`config.mk`:
```
export PLATFORM = sky130hd
export DESIGN_NAME = nco_phase_gen
export DESIGN_NICKNAME = d
export VERILOG_FILES = /design/src/rtl/nco_pkg.sv /design/src/rtl/nco_ctrl.sv /design/src/rtl/nco_lfsr.sv /design/src/rtl/nco_datapath.sv /design/src/rtl/nco_phase_gen.sv
export SDC_FILE = /design/constraint.sdc
export NUM_CORES = 1
export LEC_CHECK = 0
export ABC_AREA = 1
export CAP_MARGIN = 40
export CORE_ASPECT_RATIO = 1.1
export CORE_MARGIN = 8
export CORE_UTILIZATION = 50
export DETAILED_ROUTE_END_ITERATION = 7
export GPL_TIMING_DRIVEN = 0
export PLACE_DENSITY = 0.73
export SYNTH_ARGS = -nofsm -noshare
export SYNTH_HDL_FRONTEND = slang
export SYNTH_SLANG_ARGS = --single-unit
```
`constraint.sdc`:
```
create_clock -name clk -period 2.8 [get_ports clk]
set_clock_uncertainty 0.1 [all_clocks]
set_input_delay 0.28 -clock clk [delete_from_list [all_inputs] [get_ports clk]]
set_output_delay 0.28 -clock clk [all_outputs]
set_load 0.02 [all_outputs]
```
`src/rtl/nco_pkg.sv`:
```
package nco_pkg;
  typedef struct packed {
    logic advance;
    logic ditherOn;
  } nco_strobe_t;
endpackage

```
`src/rtl/nco_ctrl.sv`:
```
module nco_ctrl #(
  parameter bit DITHER_EN = 1'b0
) (
  input  logic                 en,
  output nco_pkg::nco_strobe_t strb,
  output logic                 lfsrStep
);
  always_comb begin
    strb.advance  = en;
    strb.ditherOn = DITHER_EN;
    lfsrStep      = en;
  end
endmodule

```
`src/rtl/nco_lfsr.sv`:
```
module nco_lfsr #(
  parameter int          LFSR_W   = 32,
  parameter logic [31:0] SEED     = 32'h0000_0001,
  parameter logic [31:0] TAP_MASK = 32'h8000_0057
) (
  input  logic              clk,
  input  logic              rstN,
  input  logic              step,
  output logic [LFSR_W-1:0] state
);
  logic feedback;

  always_comb feedback = ^(state & TAP_MASK[LFSR_W-1:0]);

  always_ff @(posedge clk or negedge rstN) begin
    if (!rstN)     state <= SEED[LFSR_W-1:0];
    else if (step) state <= {state[LFSR_W-2:0], feedback};
  end
endmodule

```
`src/rtl/nco_datapath.sv`:
```
module nco_datapath #(
  parameter int ACC_W  = 32,
  parameter int ADDR_W = 16,
  parameter int OUT_W  = 16,
  parameter int DITH_W = ACC_W - ADDR_W
) (
  input  logic                 clk,
  input  logic                 rstN,
  input  nco_pkg::nco_strobe_t strb,
  input  logic [ACC_W-1:0]     phaseInc,
  input  logic [ACC_W-1:0]     phaseShift,
  input  logic [DITH_W-1:0]    ditherBits,
  output logic [ADDR_W-1:0]    phaseAddr,
  output logic [OUT_W-1:0]     sawOut,
  output logic [OUT_W-1:0]     squOut
);
  localparam logic [OUT_W-1:0] SQU_HI = {1'b0, {(OUT_W-1){1'b1}}};
  localparam logic [OUT_W-1:0] SQU_LO = {1'b1, {(OUT_W-1){1'b0}}};

  logic [ACC_W-1:0]  incQ, shiftQ, accQ, sumQ, accDlyQ, ditherWord;
  logic [ADDR_W-1:0] addrQ;
  logic [OUT_W-1:0]  sawQ, squQ;

  generate
    if (DITH_W < ACC_W) begin : g_pad
      always_comb ditherWord = {{(ACC_W-DITH_W){1'b0}},
                                ditherBits & {DITH_W{strb.ditherOn}}};
    end else begin : g_full
      always_comb ditherWord = ditherBits & {DITH_W{strb.ditherOn}};
    end
  endgenerate

  // stage 1: capture increment and one-shot shift
  always_ff @(posedge clk or negedge rstN) begin
    if (!rstN) begin
      incQ   <= '0;
      shiftQ <= '0;
    end else if (strb.advance) begin
      incQ   <= phaseInc;
      shiftQ <= phaseShift;
    end
  end

  // stage 2: accumulate
  always_ff @(posedge clk or negedge rstN) begin
    if (!rstN)             accQ <= '0;
    else if (strb.advance) accQ <= accQ + incQ + shiftQ;
  end

  // stage 3: dither the address path, delay the clean phase
  always_ff @(posedge clk or negedge rstN) begin
    if (!rstN) begin
      sumQ    <= '0;
      accDlyQ <= '0;
    end else if (strb.advance) begin
      sumQ    <= accQ + ditherWord;
      accDlyQ <= accQ;
    end
  end

  // stage 4: quantize and shape
  always_ff @(posedge clk or negedge rstN) begin
    if (!rstN) begin
      addrQ <= '0;
      sawQ  <= '0;
      squQ  <= '0;
    end else if (strb.advance) begin
      addrQ <= sumQ[ACC_W-1 -: ADDR_W];
      sawQ  <= accDlyQ[ACC_W-1 -: OUT_W];
      squQ  <= accDlyQ[ACC_W-1] ? SQU_LO : SQU_HI;
    end
  end

  // stage 5: output registers
  always_ff @(posedge clk or negedge rstN) begin
    if (!rstN) begin
      phaseAddr <= '0;
      sawOut    <= '0;
      squOut    <= '0;
    end else if (strb.advance) begin
      phaseAddr <= addrQ;
      sawOut    <= sawQ;
      squOut    <= squQ;
    end
  end
endmodule

```
`src/rtl/nco_phase_gen.sv`:
```
module nco_phase_gen #(
  parameter int          ACC_W     = 32,
  parameter int          ADDR_W    = 16,
  parameter int          OUT_W     = 16,
  parameter bit          DITHER_EN = 1'b0,
  parameter logic [31:0] SEED      = 32'h0000_0001
) (
  input  logic              clk,
  input  logic              rstN,
  input  logic              en,
  input  logic [ACC_W-1:0]  phaseInc,
  input  logic [ACC_W-1:0]  phaseShift,
  output logic [ADDR_W-1:0] phaseAddr,
  output logic [OUT_W-1:0]  sawOut,
  output logic [OUT_W-1:0]  squOut
);
  localparam int LFSR_W = 32;
  localparam int DITH_W = ACC_W - ADDR_W;

  nco_pkg::nco_strobe_t strb;
  logic                 lfsrStep;
  logic [LFSR_W-1:0]    lfsrState;

  nco_ctrl #(.DITHER_EN(DITHER_EN)) u_ctrl (
    .en(en), .strb(strb), .lfsrStep(lfsrStep)
  );

  nco_lfsr #(.LFSR_W(LFSR_W), .SEED(SEED)) u_lfsr (
    .clk(clk), .rstN(rstN), .step(lfsrStep), .state(lfsrState)
  );

  nco_datapath #(
    .ACC_W(ACC_W), .ADDR_W(ADDR_W), .OUT_W(OUT_W), .DITH_W(DITH_W)
  ) u_dp (
    .clk(clk), .rstN(rstN), .strb(strb),
    .phaseInc(phaseInc), .phaseShift(phaseShift),
    .ditherBits(lfsrState[DITH_W-1:0]),
    .phaseAddr(phaseAddr), .sawOut(sawOut), .squOut(squOut)
  );
endmodule

```
== After elaboration in Yosys (flattened, before gate mapping) ==
Cells that the tools add are included.

* Flip-flop bits (word level): 192
* Output and inout bits: 48
* Logic and storage cells: 11

* Mux-type cells: 1
* $add $sub $neg: 2

{| class="wikitable"
|+ Operators with widths
! operator !! count
|-
| $add A32 B32 Y32 || 2
|-
| $mux W16 || 1
|}

== Depth between registers and ports, before layout ==
* Depth after elaboration: 2
* Mapped depth: 15

== Cells and area by module ==
Synthesis repeated with hierarchy kept, for this count alone.

* Cells, all modules: 1792
* Area total of the unflattened synthesis: 13092.6 um2

{| class="wikitable"
|+ Modules (own cells, without submodules)
! module !! times used !! area an instance (um2) !! cells an instance
|-
| nco_datapath || 1 || 11752.5 || 1638
|-
| nco_lfsr || 1 || 1313.8 || 150
|-
| nco_ctrl || 1 || 26.3 || 4
|}

== Least setup slack after synthesis ==
No wires, ideal clock.

* Path type: flip-flop to flip-flop
* Start: reg u_dp.accQ[1]
* End: reg u_dp.accQ[17]
* Library setup time: 0.131 ns
* Arrival: 2.201 ns
* Setup slack: 0.369 ns
* Clock period less this slack: 2.431 ns
* Required time: 2.569 ns
* Buffers on the path: 0
* Stages on the path, launching flop included: 10
* Cells stage by stage: dfrtp_1 -> fa_1 -> ha_1 -> fa_1 -> nand3_1 -> nand3_1 -> a21oi_1 -> o211ai_1 -> nand3_1 -> o21ai_1

* Longest elaborated chain between the ends: 2

{| class="wikitable"
|+ RTL lines
! element !! line !! RTL
|-
| from (decl) || nco_datapath.sv:20 || <nowiki>logic [ACC_W-1:0] incQ, shiftQ, accQ, sumQ, accDlyQ, ditherWord;</nowiki>
|-
| from (signal assigned) || nco_datapath.sv:47 || <nowiki>else if (strb.advance) accQ <= accQ + incQ + shiftQ;</nowiki>
|-
| $add A32 B32 Y32 (2 in a row) || nco_datapath.sv:47 ||
|}

No other way between the ends.
A chain may end at the register's enable or synchronous reset.

== Final worst setup path ==
* Start: reg u_dp.accQ[1]
* End: reg u_dp.accQ[29]

The elaborated chain is that of the path after synthesis.

==> qor.txt <==
Max-Cap Viols = 0
LEAKAGE = 0.00561 µW
DRC violations left = 0
Top layer in use = met4
Row cnt = 50
Slew HR = 52.1%
Status = finished clean
Routed via count = 7204
CP Max Fanout = 5
Hold Path End = u_dp.shiftQ[17]$_DFFE_PN0P_
Nets@finish = 1369
Largest net degree at the start of global routing = 80
Reg2reg start = u_dp.accQ[1]$_DFFE_PN0P_
Vias/cell = 4.93
R2R setup slack = 140 ps
Final period utilization = 95.0%
Maximum clock frequency = 376 MHz
Initial cell density of the core = 50.5%
Synth async-reset ratio = 100%
Ports = 115
Worst-path clk slew = 70 ps
# diodes = 0
Fill cells = 1547
Netlist cell types = 30
Die Wd = 140 µm
Syn Nets = 1235
Met1 WL = 10200 µm
Seq/Total Area, Yosys = 42.9%
Die Height = 153 µm
Worst vdd ir = 0.000534 V
Vias in the first global route = 7258
Reg-to-reg endpoint = u_dp.accQ[29]$_DFFE_PN0P_
Setup Slack @ Placement = 22.9 ps
H-tree depth = 4
Die area = 21500 µm²
Met2 wire length = 10500 µm
Worst Path Arrival = 2880 ps
Most frequent cells in the layout = nand2_1 (502), dfrtp_1 (146), inv_1 (124)
PD cells = 1130 nW/µm²
Post-Synthesis Cells = 1106
Met3 wire length = 943 µm
First-pass GRT wire length = 36400 µm
Initial antenna violation count = 0
Post-Syn Area = 8520 µm²
DR pass1 iterations = 5
Hold Startpoint = phaseShift[17]
Worst Hold Class = input port to register
Seq. cell area = 3650 µm²
Setup slack after layout = 139 ps
GRT overflow = 0
Max Root-Sink Buffers = 2
DP HPWL = 17200 µm
1st-iter DRT viols = 480
Most common cell after layout, fill and taps aside = nand2_1
Setup-failing EPs final = 0
Num Clock Sinks = 146
Total track usage = 21.3%
Placeable Area = 16900 µm²
Area of the multi-input gates = 4040 µm²
I/O Buffers = 113
Area Growth Syn to Fin = 23.9%
CP Capture Type = register
Pins Over Slew Limit = 0
Worst setup SP type = register
GP Congestion = 0.877
Routed length per instance = 15.1 µm
Final hold violation count = 0
Worst-margin pin slew = 718 ps
CTS root buf = clkbuf_16
Worst EP required = 3020 ps
Number of flops mapped to enable cells by yosys = 0
Drt total wl = 22000 µm
Worst-case reg-to-reg path depth = 11
Skew-Pair Late Insertion Delay = 430 ps
Post-Syn Area per Cell = 7.71 µm²
Worst hold stages = 3
ANT nets after route = 0
Crit path time final = 2660 ps
TritonCTS clock tree = yes
Total CTS buffers = 17
Number of synthesized register bits = 146
CP Class = register to register
Layout cells sized above 1 = 8.54%
Overall power = 11900 µW
Synth Flop Type = dfrtp_1
Yosys warning count = 0
-- where the power goes --
part	internal, µW	leakage, µW	total [µW]	switching (µW)
registers	2680	0.00180	3160	479
logic	2530	0.00352	6430	3900
clock network	1340	0.000287	2320	975
total	6560	0.00561	11900	5350
-- per-stage QoR --
stage	hold WS (ps)	util (%)	cells	cell area (µm²)	setup TNS, ps
2_1_floorplan	-116	-	1106	8520	0
3_3_place_gp	356	58.7	1427	9910	-657620
3_5_place_dp	268	58.9	1428	9940	0
4_1_cts	277	62.5	1461	10600	0
5_1_grt	279	62.5	1461	10600	-6.99
6_report	287	62.5	1461	10600	0
-- worst max-delay path, stage by stage, from the launching register on --
cell and delay [ps]:
dfrtp_1 400, fa_1 480, ha_1 270, fa_2 400, nand3_1 120, nand3_2 140, nand3_1 120, nand3_2 140
nand2_1 150, nand3_1 80, nand3_1 90, nand2_1 50
-- final cells by class --
class | instances | share of cell area, %
buffer | 63 | 3.55
sequential | 146 | 34.6
clock buffer | 18 | 4.06
tap | 208 | 2.46
inverter | 125 | 4.44
multi-input combinational | 772 | 38.2
clock inverter | 14 | 1.61
timing repair buffer | 115 | 11.1
-- how the worst max path moves through the flow --
stage / end / from / slack (ps)
global route: u_dp.accQ[21]$_DFFE_PN0P_ / u_dp.accQ[1]$_DFFE_PN0P_ / -7
global placement: u_dp.phaseAddr[7]$_DFFE_PN0P_ / rstN / -4520
CTS: u_dp.accQ[29]$_DFFE_PN0P_ / u_dp.accQ[1]$_DFFE_PN0P_ / 20
detailed placement: u_dp.accQ[21]$_DFFE_PN0P_ / u_dp.accQ[1]$_DFFE_PN0P_ / 20
floorplan: u_dp.accQ[17]$_DFFE_PN0P_ / u_dp.accQ[1]$_DFFE_PN0P_ / 370
finish: u_dp.accQ[29]$_DFFE_PN0P_ / u_dp.accQ[1]$_DFFE_PN0P_ / 140
-- synthesized netlist by cell type (4+ instances only) --
| library cell | n | area share [%] |
|---|---|---|
| nand2_1 | 502 | 22 |
| dfrtp_1 | 146 | 43 |
| inv_1 | 124 | 5.5 |
| o21ai_0 | 47 | 2.8 |
| nand3_1 | 40 | 2.3 |
| nor2_1 | 38 | 1.7 |
| fa_1 | 32 | 7.5 |
| buf_4 | 31 | 2.7 |
| ha_1 | 30 | 4.4 |
| a21oi_1 | 21 | 1.2 |
| buf_2 | 18 | 1.1 |
| xnor2_1 | 13 | 1.3 |
| nand2_2 | 11 | 0.81 |
| o21ai_1 | 11 | 0.65 |
| clkbuf_1 | 10 | 0.44 |
| nand3_2 | 5 | 0.59 |
| buf_1 | 4 | 0.18 |
| nor2_2 | 4 | 0.29 |
-- kinds of logic (layout without fill, tap and decap cells) --
| family | count (synthesis) | count (layout) | synth area share, % |
|---|---|---|---|
| AO/OA/AOI/OAI | 85 | 85 | 5.18 |
| adder cells (fa/ha/maj) | 62 | 62 | 11.9 |
| buffers and inverters | 188 | 335 | 9.91 |
| AND/OR/NAND/NOR | 609 | 609 | 28.5 |
| flip-flops | 146 | 146 | 42.9 |
| XOR/XNOR | 16 | 16 | 1.64 |
-- registers in the layout, summed over array words and instances (netlist names) --
| name | count |
|---|---|
| u_dp.sumQ | 16 |
| u_dp.incQ | 32 |
| u_dp.phaseAddr | 15 |
| u_dp.sawQ | 15 |
| u_dp.squOut | 2 |
| u_dp.shiftQ | 32 |
| u_dp.squQ | 2 |
| u_dp.accQ | 32 |
-- what timing repair did --
| action | CTS | global route |
|---|---|---|
| setup buffers | 0 | 0 |
| endpoints found under the hold margin | 78 | 0 |
| resized for setup | 0 | 3 |
| hold buffers | 1 | 0 |
| endpoints found under the setup margin | 0 | 7 |
-- routing by layer --
layer / vias up / GRT usage [%]
met2: 189 / 35.2
met3: 28 / 3.74
li1: 3622 / -
met5: - / 0
met1: 3365 / 28.1
met4: 0 / 6.51
Note: power is estimated with default switching activity, not from simulation.
